<file path="src/rtl/rtr_pkg.sv">
`timescale 1ns/1ps
package rtr_pkg;
  localparam int HDR_W  = 8;
  localparam int PAY_W  = 64;
  localparam int UNIT_W = HDR_W + PAY_W;
  localparam int ID_W   = 5;
  localparam int TYPE_W = HDR_W - ID_W;
  localparam int NENT   = 1 << ID_W;

  // destination ID sits at the top of the header
  function automatic logic [ID_W-1:0] unit_dest(input logic [UNIT_W-1:0] u);
    return u[UNIT_W-1 -: ID_W];
  endfunction

  // first requester after 'last', wrapping; returns 'last' when none
  function automatic logic [7:0] rr_pick(input logic [15:0] req,
                                         input logic [7:0] last,
                                         input int n);
    logic [7:0] sel;
    logic found;
    sel = last;
    found = 1'b0;
    for (int k = 1; k <= 16; k++) begin
      if (k <= n && !found) begin
        if (req[(int'(last) + k) % n]) begin
          sel = 8'((int'(last) + k) % n);
          found = 1'b1;
        end
      end
    end
    return sel;
  endfunction
endpackage

</file>
<file path="src/rtl/rtr_table.sv">
`timescale 1ns/1ps
module rtr_table
  import rtr_pkg::*;
#(
  parameter int NPORTS = 2,
  parameter int TW = 2
)(
  input  logic                              clk,
  input  logic                              rst_n,
  input  logic [ID_W-1:0]                   node_id,
  input  logic                              wr_en,
  input  logic [ID_W-1:0]                   wr_addr,
  input  logic [TW:0]                       wr_entry,
  input  logic [NPORTS-1:0][UNIT_W-1:0]     units,
  output logic [NPORTS-1:0]                 route_ok,
  output logic [NPORTS-1:0][TW-1:0]         route_tgt
);
  localparam logic [TW-1:0] LOCAL = TW'(NPORTS);

  logic [TW:0] tab [NENT];

  always_ff @(posedge clk) begin
    if (!rst_n) begin
      for (int e = 0; e < NENT; e++) tab[e] <= '0;
    end else if (wr_en) begin
      tab[wr_addr] <= wr_entry;
    end
  end

  for (genvar p = 0; p < NPORTS; p++) begin : g_look
    logic [ID_W-1:0] dest;
    logic [TW:0]     ent;
    always_comb begin
      dest = unit_dest(units[p]);
      ent  = tab[dest];
      if (dest == node_id) begin
        route_ok[p]  = 1'b1;
        route_tgt[p] = LOCAL;
      end else begin
        route_ok[p]  = ent[TW] && (ent[TW-1:0] <= LOCAL);
        route_tgt[p] = ent[TW-1:0];
      end
    end
  end
endmodule

</file>
<file path="src/rtl/rtr_in_slot.sv">
`timescale 1ns/1ps
module rtr_in_slot
  import rtr_pkg::*;
#(
  parameter int TW = 2
)(
  input  logic              clk,
  input  logic              rst_n,
  input  logic              in_valid,
  output logic              in_ready,
  input  logic [UNIT_W-1:0] in_unit,
  input  logic              route_ok,
  input  logic [TW-1:0]     route_tgt,
  input  logic              leave,
  output logic              held,
  output logic [UNIT_W-1:0] held_unit,
  output logic [TW-1:0]     held_tgt,
  output logic              drop
);
  logic fire;
  assign in_ready = !held || leave;
  assign fire     = in_valid && in_ready;

  always_ff @(posedge clk) begin
    if (!rst_n) begin
      held      <= 1'b0;
      held_unit <= '0;
      held_tgt  <= '0;
      drop      <= 1'b0;
    end else begin
      drop <= fire && !route_ok;
      if (fire && route_ok) begin
        held      <= 1'b1;
        held_unit <= in_unit;
        held_tgt  <= route_tgt;
      end else if (leave) begin
        held <= 1'b0;
      end
    end
  end

  a_r7_leave_needs_unit: assert property (@(posedge clk) disable iff (!rst_n)
    leave |-> held);
  a_r5_decision_kept: assert property (@(posedge clk) disable iff (!rst_n)
    (held && !leave) |=> (held && $stable(held_unit) && $stable(held_tgt)));
  a_r6_drop_pulse: assert property (@(posedge clk) disable iff (!rst_n)
    (fire && !route_ok) |=> drop);
endmodule

</file>
<file path="src/rtl/rtr_rr_arb.sv">
`timescale 1ns/1ps
module rtr_rr_arb
  import rtr_pkg::*;
#(
  parameter int N = 2,
  parameter int GW = 1
)(
  input  logic          clk,
  input  logic          rst_n,
  input  logic [N-1:0]  req,
  input  logic          ready,
  output logic          valid,
  output logic [GW-1:0] gidx,
  output logic [N-1:0]  gnt
);
  logic          busy_q;
  logic [GW-1:0] hold_q, ptr_q, pick;

  always_comb begin
    pick  = GW'(rr_pick(16'(req), 8'(ptr_q), N));
    gidx  = busy_q ? hold_q : pick;
    valid = |req;
    gnt   = '0;
    if (valid) gnt[gidx] = 1'b1;
  end

  always_ff @(posedge clk) begin
    if (!rst_n) begin
      busy_q <= 1'b0;
      hold_q <= '0;
      ptr_q  <= GW'(N - 1);
    end else begin
      busy_q <= valid && !ready;
      hold_q <= gidx;
      if (valid && ready) ptr_q <= gidx;
    end
  end

  a_r8_single_grant: assert property (@(posedge clk) disable iff (!rst_n)
    $onehot0(gnt));
  a_r8_grant_requested: assert property (@(posedge clk) disable iff (!rst_n)
    valid |-> req[gidx]);
  a_r7_grant_locked: assert property (@(posedge clk) disable iff (!rst_n)
    (valid && !ready) |=> (valid && gidx == $past(gidx)));
endmodule

</file>
<file path="src/rtl/rtr_fabric.sv">
`timescale 1ns/1ps
module rtr_fabric
  import rtr_pkg::*;
#(
  parameter int NPORTS = 2
)(
  input  logic                       clk,
  input  logic                       rst_n,
  input  logic [ID_W-1:0]            node_id,
  input  logic                       tbl_we,
  input  logic [ID_W-1:0]            tbl_addr,
  input  logic [2:0]                 tbl_entry,
  input  logic [NPORTS-1:0]          in_valid,
  output logic [NPORTS-1:0]          in_ready,
  input  logic [NPORTS*UNIT_W-1:0]   in_data,
  output logic [NPORTS-1:0]          out_valid,
  input  logic [NPORTS-1:0]          out_ready,
  output logic [NPORTS*UNIT_W-1:0]   out_data,
  output logic                       loc_valid,
  input  logic                       loc_ready,
  output logic [UNIT_W-1:0]          loc_data,
  output logic [NPORTS-1:0]          drop_err
);
  localparam int TW   = $clog2(NPORTS + 1);
  localparam int GW   = (NPORTS > 1) ? $clog2(NPORTS) : 1;
  localparam int NOUT = NPORTS + 1;

  logic [NPORTS-1:0][UNIT_W-1:0] units, h_unit;
  logic [NPORTS-1:0][TW-1:0]     r_tgt, h_tgt;
  logic [NPORTS-1:0]             r_ok, held, leave;
  logic [NOUT-1:0][NPORTS-1:0]   req, gnt;
  logic [NOUT-1:0][GW-1:0]       gidx;
  logic [NOUT-1:0]               ovalid, ordy;
  logic [NOUT-1:0][UNIT_W-1:0]   odata;

  for (genvar p = 0; p < NPORTS; p++) begin : g_unpack
    assign units[p] = in_data[p*UNIT_W +: UNIT_W];
  end

  rtr_table #(.NPORTS(NPORTS), .TW(TW)) u_tab (
    .clk(clk), .rst_n(rst_n), .node_id(node_id),
    .wr_en(tbl_we), .wr_addr(tbl_addr), .wr_entry(TW'(tbl_entry[1:0]) | {tbl_entry[2], {TW{1'b0}}}),
    .units(units), .route_ok(r_ok), .route_tgt(r_tgt)
  );

  for (genvar p = 0; p < NPORTS; p++) begin : g_slot
    rtr_in_slot #(.TW(TW)) u_slot (
      .clk(clk), .rst_n(rst_n),
      .in_valid(in_valid[p]), .in_ready(in_ready[p]), .in_unit(units[p]),
      .route_ok(r_ok[p]), .route_tgt(r_tgt[p]), .leave(leave[p]),
      .held(held[p]), .held_unit(h_unit[p]), .held_tgt(h_tgt[p]),
      .drop(drop_err[p])
    );
  end

  assign ordy = {loc_ready, out_ready};

  for (genvar o = 0; o < NOUT; o++) begin : g_out
    for (genvar p = 0; p < NPORTS; p++) begin : g_req
      assign req[o][p] = held[p] && (h_tgt[p] == TW'(o));
    end
    rtr_rr_arb #(.N(NPORTS), .GW(GW)) u_arb (
      .clk(clk), .rst_n(rst_n), .req(req[o]), .ready(ordy[o]),
      .valid(ovalid[o]), .gidx(gidx[o]), .gnt(gnt[o])
    );
    assign odata[o] = h_unit[gidx[o]];
  end

  always_comb begin
    leave = '0;
    for (int o = 0; o < NOUT; o++)
      leave = leave | (gnt[o] & {NPORTS{ordy[o]}});
  end

  for (genvar p = 0; p < NPORTS; p++) begin : g_pack
    assign out_valid[p] = ovalid[p];
    assign out_data[p*UNIT_W +: UNIT_W] = odata[p];
  end
  assign loc_valid = ovalid[NPORTS];
  assign loc_data  = odata[NPORTS];

  a_r7_out_stable: assert property (@(posedge clk) disable iff (!rst_n)
    (loc_valid && !loc_ready) |=> (loc_valid && $stable(loc_data)));
  a_r6_drop_no_slot: assert property (@(posedge clk) disable iff (!rst_n)
    (drop_err[0] && !$past(held[0])) |-> !held[0]);
endmodule

</file>
<file path="config.mk">
export PLATFORM = sky130hd
export DESIGN_NAME = rtr_fabric
export DESIGN_NICKNAME = d
export VERILOG_FILES = /design/src/rtl/rtr_pkg.sv /design/src/rtl/rtr_table.sv /design/src/rtl/rtr_in_slot.sv /design/src/rtl/rtr_rr_arb.sv /design/src/rtl/rtr_fabric.sv
export SDC_FILE = /design/constraint.sdc
export NUM_CORES = 1
export LEC_CHECK = 0
export CORE_MARGIN = 2
export CORE_UTILIZATION = 50
export CTS_CLUSTER_SIZE = 25
export DETAILED_ROUTE_END_ITERATION = 12
export PLACE_DENSITY = 0.82
export SYNTH_ARGS = -nofsm -noshare
export SYNTH_HDL_FRONTEND = slang
export SYNTH_SLANG_ARGS = --single-unit
</file>
<file path="constraint.sdc">
create_clock -name clk -period 3.98 [get_ports clk]
set_clock_uncertainty 0.1 [all_clocks]
set_input_delay 0.796 -clock clk [delete_from_list [all_inputs] [get_ports clk]]
set_output_delay 0.796 -clock clk [all_outputs]
set_load 0.05 [all_outputs]
</file>
# Word-level counts from Yosys, hierarchy flattened
# Memory sizes are Yosys's and may differ from the RTL's.
# Index checks and enable logic that the tools add are counted.
# totals
mem_bits_rw	96
mem_count	1
out_inout_bits	223
inputBits	165
ff_bits	161
word_cells	159
# classes
addsub	6
n_mux	63
n_lt_le_gt_ge	14
n_eq_ne	6
bitwise_logic	12
reduce_logical	40
# memory_table
memory	words	width	read_ports	rd_ports_with_merged_regs	wr	line	rtl
u_tab.tab	32	3	2	0	32	rtr_table.sv:20	logic [TW:0] tab [NENT];
# ops
cell	n
$mux 72	6
$mux 1	41
$lt 2x6->1 const B	6
$logic_and 1x1->1	23
$bmux 1 s2	6
$eq 5x5->1	2
$mux 2	5
$logic_not 1->1	7
$add 1x1->1 const B	6
$and 1x1->1 const A	6
$and 2x2->2	3
$lt 1x2->1 const B	3
$reduce_or 2->1	3
$mux 5	1
$eq 2x1->1 const B	2
$eq 2x2->1 const B	2
$le 2x2->1 const B	2
$logic_not 2->1	2
$or 2x2->2	2
$reduce_bool 2->1	2
$demux 1 s1	3
$ge 1x1->1 const B	3
$mux 3	1
$or 2x3->3	1
other kinds (2)	3

# Logic depth before layout (Yosys ltp)
# logic_depth
word_depth	21
mapped_depth	12
ltp_nobuf	7

# Hierarchy
# From an unflattened synthesis, not the netlist that was laid out.
# hier_totals
cells_unflattened	1407
area_unflattened_um2	15336.0
# modules_own_cells
mod	area_each_um2	cells_each	n_inst
rtr_in_slot	3091.7	329	2
rtr_table	5814.3	444	1
rtr_fabric	2854.0	251	1
rtr_rr_arb	161.4	18	3

# Worst setup path before layout
# Ideal clock, no wire load.
# synth_timing
path_kind	input to register
startpoint	input port in_data[140]
endpoint	register g_slot[1].u_slot.held_unit[69]
slack_ns	0.734
arrival_ns	3.017
setup_time_ns	0.129
n_path_buf	5
stages	12
required_time_ns	3.751
path_cell_list	buf_2 > buf_2 > buf_2 > mux4_2 > mux2i_1 > nand3_1 > and4_1 > a211oi_2 > buf_4 > buf_6 > mux2i_1 > nor2_1
# synth_via
elab_chain_cells	5
elab_cells_between_ends	6
classes_between	order compare: 1; eq/ne: 1; mux: 1; reduce/logical: 2; memory: 1
# synth_lines
element	line	rtl
start: declaration	rtr_fabric.sv:15	input logic [NPORTS*UNIT_W-1:0] in_data,
$mem_v2 32x3	--	
$le 2x2->1	rtr_table.sv:40	route_ok[p] = ent[TW] && (ent[TW-1:0] <= LOCAL);
$logic_and 1x1->1	rtr_table.sv:40	
$mux 1 (*)	rtr_table.sv:36	if (dest == node_id) begin
$logic_and 1x1->1 (*)	rtr_in_slot.sv:32	if (fire && route_ok) begin
end signal: assignment	rtr_in_slot.sv:34	held_unit <= in_unit;
end: declaration	rtr_in_slot.sv:16	output logic [UNIT_W-1:0] held_unit,
# Mark *: on every way between the ends. The rest lies on a longest branch, timed or not.
# A chain may end at the register's enable or synchronous reset.

# Worst setup path after layout
# layout_timing
startpoint	register g_slot[1].u_slot.held_tgt[1]
endpoint	output port out_data[126]
# layout_via
elab_chain_cells	11
elab_cells_between_ends	15
classes_between	eq/ne: 1; mux: 13; reduce/logical: 1
# layout_lines
element	line	rtl
start: declaration	rtr_in_slot.sv:17	output logic [TW-1:0] held_tgt,
start signal: assignment	rtr_in_slot.sv:35	held_tgt <= route_tgt;
$eq 2x1->1 (*)	rtr_fabric.sv:60	assign req[o][p] = held[p] && (h_tgt[p] == TW'(o));
$logic_and 1x1->1 (*)	rtr_fabric.sv:60	
$bmux 1 s2	rtr_pkg.sv:25	if (req[(int'(last) + k) % n]) begin
$mux 1 (not written as such) (2 in series)	rtr_pkg.sv:25	
$mux 1 (2 in series)	rtr_pkg.sv:25	
$mux 1 (*)	rtr_pkg.sv:24	if (k <= n && !found) begin
$mux 1 (*)	rtr_rr_arb.sv:21	gidx = busy_q ? hold_q : pick;
$mux 72 (not written as such) (*) (2 in series)	rtr_fabric.sv:66	assign odata[o] = h_unit[gidx[o]];
end: declaration	rtr_fabric.sv:18	output logic [NPORTS*UNIT_W-1:0] out_data,
# Mark *: on every way between the ends. The rest lies on a longest branch, timed or not. The select of a mux whose other input is x is not followed.

==> impl_results.md <==
- Commonest cells after routing, fill and taps aside: 227 x nand2_1, 227 x clkdlybuf4s50_1, 223 x mux2_2
- Vias/cell: 5.744
- Final wirelength: 47980 microns
- Post-synth EDFFs: 96
- Fin crit share: 98.17%
- Fin. max-slew vios: 0
- Crit-path slowest cell: clkdlybuf4s50_1
- Placer congestion estimate: 0.9539
- Top delay family on crit path: buffers and inverters
- Setup Viol. Count Final: 0
- Critical Path RT: 3080 ps
- Worst-Skew Late Latency: between 500 and 600 ps
- Fill count: 2116
- Worst Tran Pin Value: 1146 ps
- Die area: 30570 sq um
- Pin count of the biggest net entering global routing: 174
- TritonCTS clock tree: done
- Synthesis warning total: 0
- CP cell instances: and3b_1, o211ai_1, nand2_4, buf_12, mux2_2, clkdlybuf4s50_1
- Max Freq: roughly 260 MHz
- Final hold violation count: 0
- DIE HEIGHT: around 170 microns
- Width of the die: between 150 and 200 microns
- Max-slew headroom: 23.38%
- Post-synth top flop: dfxtp_1
- Clock Sinks: 257
- Final total power: approximately 8.3 mW
- Initial Util: 50.85%
- Pwr Density: roughly 420 nW/um^2
- Htree depth: 1
- Routed Antenna Nets: 0
- Max IR drop VDD: 0.0003860 V
- CTS buffer count: 28
- Clock slew seen by the registers of the worst setup and hold paths: approximately 60 ps
- Syn Area/Cell: 10.15 sq um
- R2R Path End: g_slot[1].u_slot.held_unit[33]
- Grt total ovfl: 0
- Critical register-to-register path startpoint: u_tab.tab[27][1]
- Type of destination of the critical path: output pin
- Ant diodes: 0
- Synthesized Nets: 1603
- Final nets: 1925
- Hold Crit Depth: 2
- Critical path class: reg -> out
- Site row count: 62
- Core area: 28700 sq um
- Initial antenna violation count: 0
- Synth Instances: ~1.4k
- Cell variety after synth: 56
- Crit start category: flop
- Fin crit period: ~3900 ps
- Async SR Flop Fraction: 0%
- Detailed Routing Iterations Pass 1: 5
- RSZ-0062 raised after global routing: false
- Max incr delay on CP: 810 ps
- Post-synthesis sequential area ratio: 41.84%
- Vias in the first global route: around 12k
- Worst min-delay path startpoint: g_slot[0].u_slot.held_unit[28]
- # hold bufs at CTS: 0
- Post-detail-place hpwl: between 30000 and 40000 microns
- Area of the mapped netlist: 14590 sq um
- DRC viols: 0
- Buf+Inv Stages, Crit Path: 2
- Global-route wire length before repair: 71820 microns
- Starting DRT DRC Count: 1016
- Clock Tree Buf Depth: 3
- Register bit total from synthesis: ~260
- Area Overhead vs Synth: 34.72%
- Routed vias: about 12k
- Hold Path End: g_slot[0].u_slot.held_unit[28]
- LEAKAGE: 8.137 nW
- IO Pins: between 300 and 400
- Share of cells above drive strength 1: 26.22%
- IO buf count: 387
- Worst Path Max Fanout: 56
- Reg2Reg Setup Slack: around 1200 ps
- Hold WC Path Type: reg -> reg
- Root Buffer: clkbuf_16
- WL/cell: 22.16 microns
- Arrival @ worst endpoint: around 3000 ps
- Gr usage total: 30.27%
- Status: finished clean
- Maxcap violations: 0
- Reg2reg path depth: 9
- Setup TNS Final: 0 ps
[synth_stat cells, drive strengths merged (7+ instances only)]
master / number / area (sq um)
a21oi: 10 / 50.05
and2: 95 / 594.3
buf: 39 / 240.2
clkbuf: 89 / 336.6
dfxtp: 161 / 3223
edfxtp: 96 / 2883
inv: 10 / 37.54
mux2: 223 / 2511
mux2i: 102 / 1021
mux4: 42 / 945.9
nand2: 228 / 855.8
nand3: 78 / 390.4
nand3b: 8 / 60.06
nor2: 56 / 210.2
nor3: 7 / 35.03
o21ai: 107 / 535.5
xnor2: 8 / 70.07
[registers in the layout, indices dropped and copies added (netlist names)]
register,flops
g_slot.u_slot.held_unit,144
g_out.u_arb.hold_q,3
g_slot.u_slot.held,2
g_slot.u_slot.held_tgt,4
g_slot.u_slot.drop,2
u_tab.tab,96
g_out.u_arb.busy_q,3
g_out.u_arb.ptr_q,3
[power by group]
group	internal, mW	total (mW)	leakage [nW]	switching, mW
Combinational	0.931	2.37	5.42	1.44
Clock	1.77	2.84	0.487	1.07
Sequential	2.91	3.07	2.22	0.168
Total	5.61	8.29	8.14	2.68
[per-layer routing]
metal,wire length (microns),vias to the layer above,GRT usage [%]
met5,0,-,0
met4,2641,0,14.62
met3,3792,121,5.483
met2,22390,576,49.39
met1,19160,5964,38.96
li1,-,5774,-
[kinds of logic after synthesis]
group	count (synthesis)	synth area share, %
mux	367	30.68
buf+inv	139	4.235
simple gates	515	16.79
xor+xnor	9	0.5402
flops	257	41.84
compound gates	151	5.916
[through the flow]
stage          utilization, %  setup WS [ps]  hold WS, ps  std cells  cell area, sq um
4_1_cts                 68.17        0.09859        382.5       2164             19570
2_1_floorplan               -          733.6        351.7       1438             14590
6_report                68.50          73.00        382.9       2165             19660
3_3_place_gp            64.78          162.7        361.5       2113             18590
5_1_grt                 68.50         0.6508        404.9       2165             19660
3_5_place_dp            64.78          77.43        372.9       2113             18590
[final cells by class]
| class | instances | area [sq um] | share of cell area [%] |
|---|---|---|---|
| clock inverters | 12 | 211.5 | 1.075 |
| repair buffers | 420 | 4116 | 20.94 |
| well taps | 384 | 480.5 | 2.444 |
| clock buffers | 39 | 793.3 | 4.035 |
| multi-input cells | 1042 | 7913 | 40.24 |
| inverters | 11 | 41.29 | 0.2100 |
| flip-flops and latches | 257 | 6106 | 31.06 |
[tightest hold or removal path: stages (launching register included)]
cell     delay (ps)
dfxtp_1         320
nand2_1          60
mux2i_1          50
[how the worst max path moves through the flow]
| stage | start | endpoint | slack (ps) | cells after the start |
|---|---|---|---|---|
| 2_1_floorplan | in_data[140] | g_slot[1].u_slot.held_unit[69] | 730 | 12 |
| 3_3_place_gp | in_data[139] | g_slot[1].u_slot.held_unit[4] | 160 | 10 |
| 3_5_place_dp | in_data[139] | g_slot[1].u_slot.held_unit[12] | 80 | 10 |
| 4_1_cts | g_slot[1].u_slot.held_tgt[1] | loc_data[9] | 0.1 | 7 |
| 5_1_grt | g_slot[1].u_slot.held_tgt[1] | out_data[126] | 0.7 | 6 |
| 6_report | g_slot[1].u_slot.held_tgt[1] | out_data[126] | 70 | 6 |
[timing repair]
action                                 in CTS  in global routing
setup endpoints to repair                  26                106
endpoints found under the hold margin       0                  0
setup buffers                               0                  0
gates cloned                                0                  1
resized for setup                          26                 25
Power figures use the tool's default switching activity.
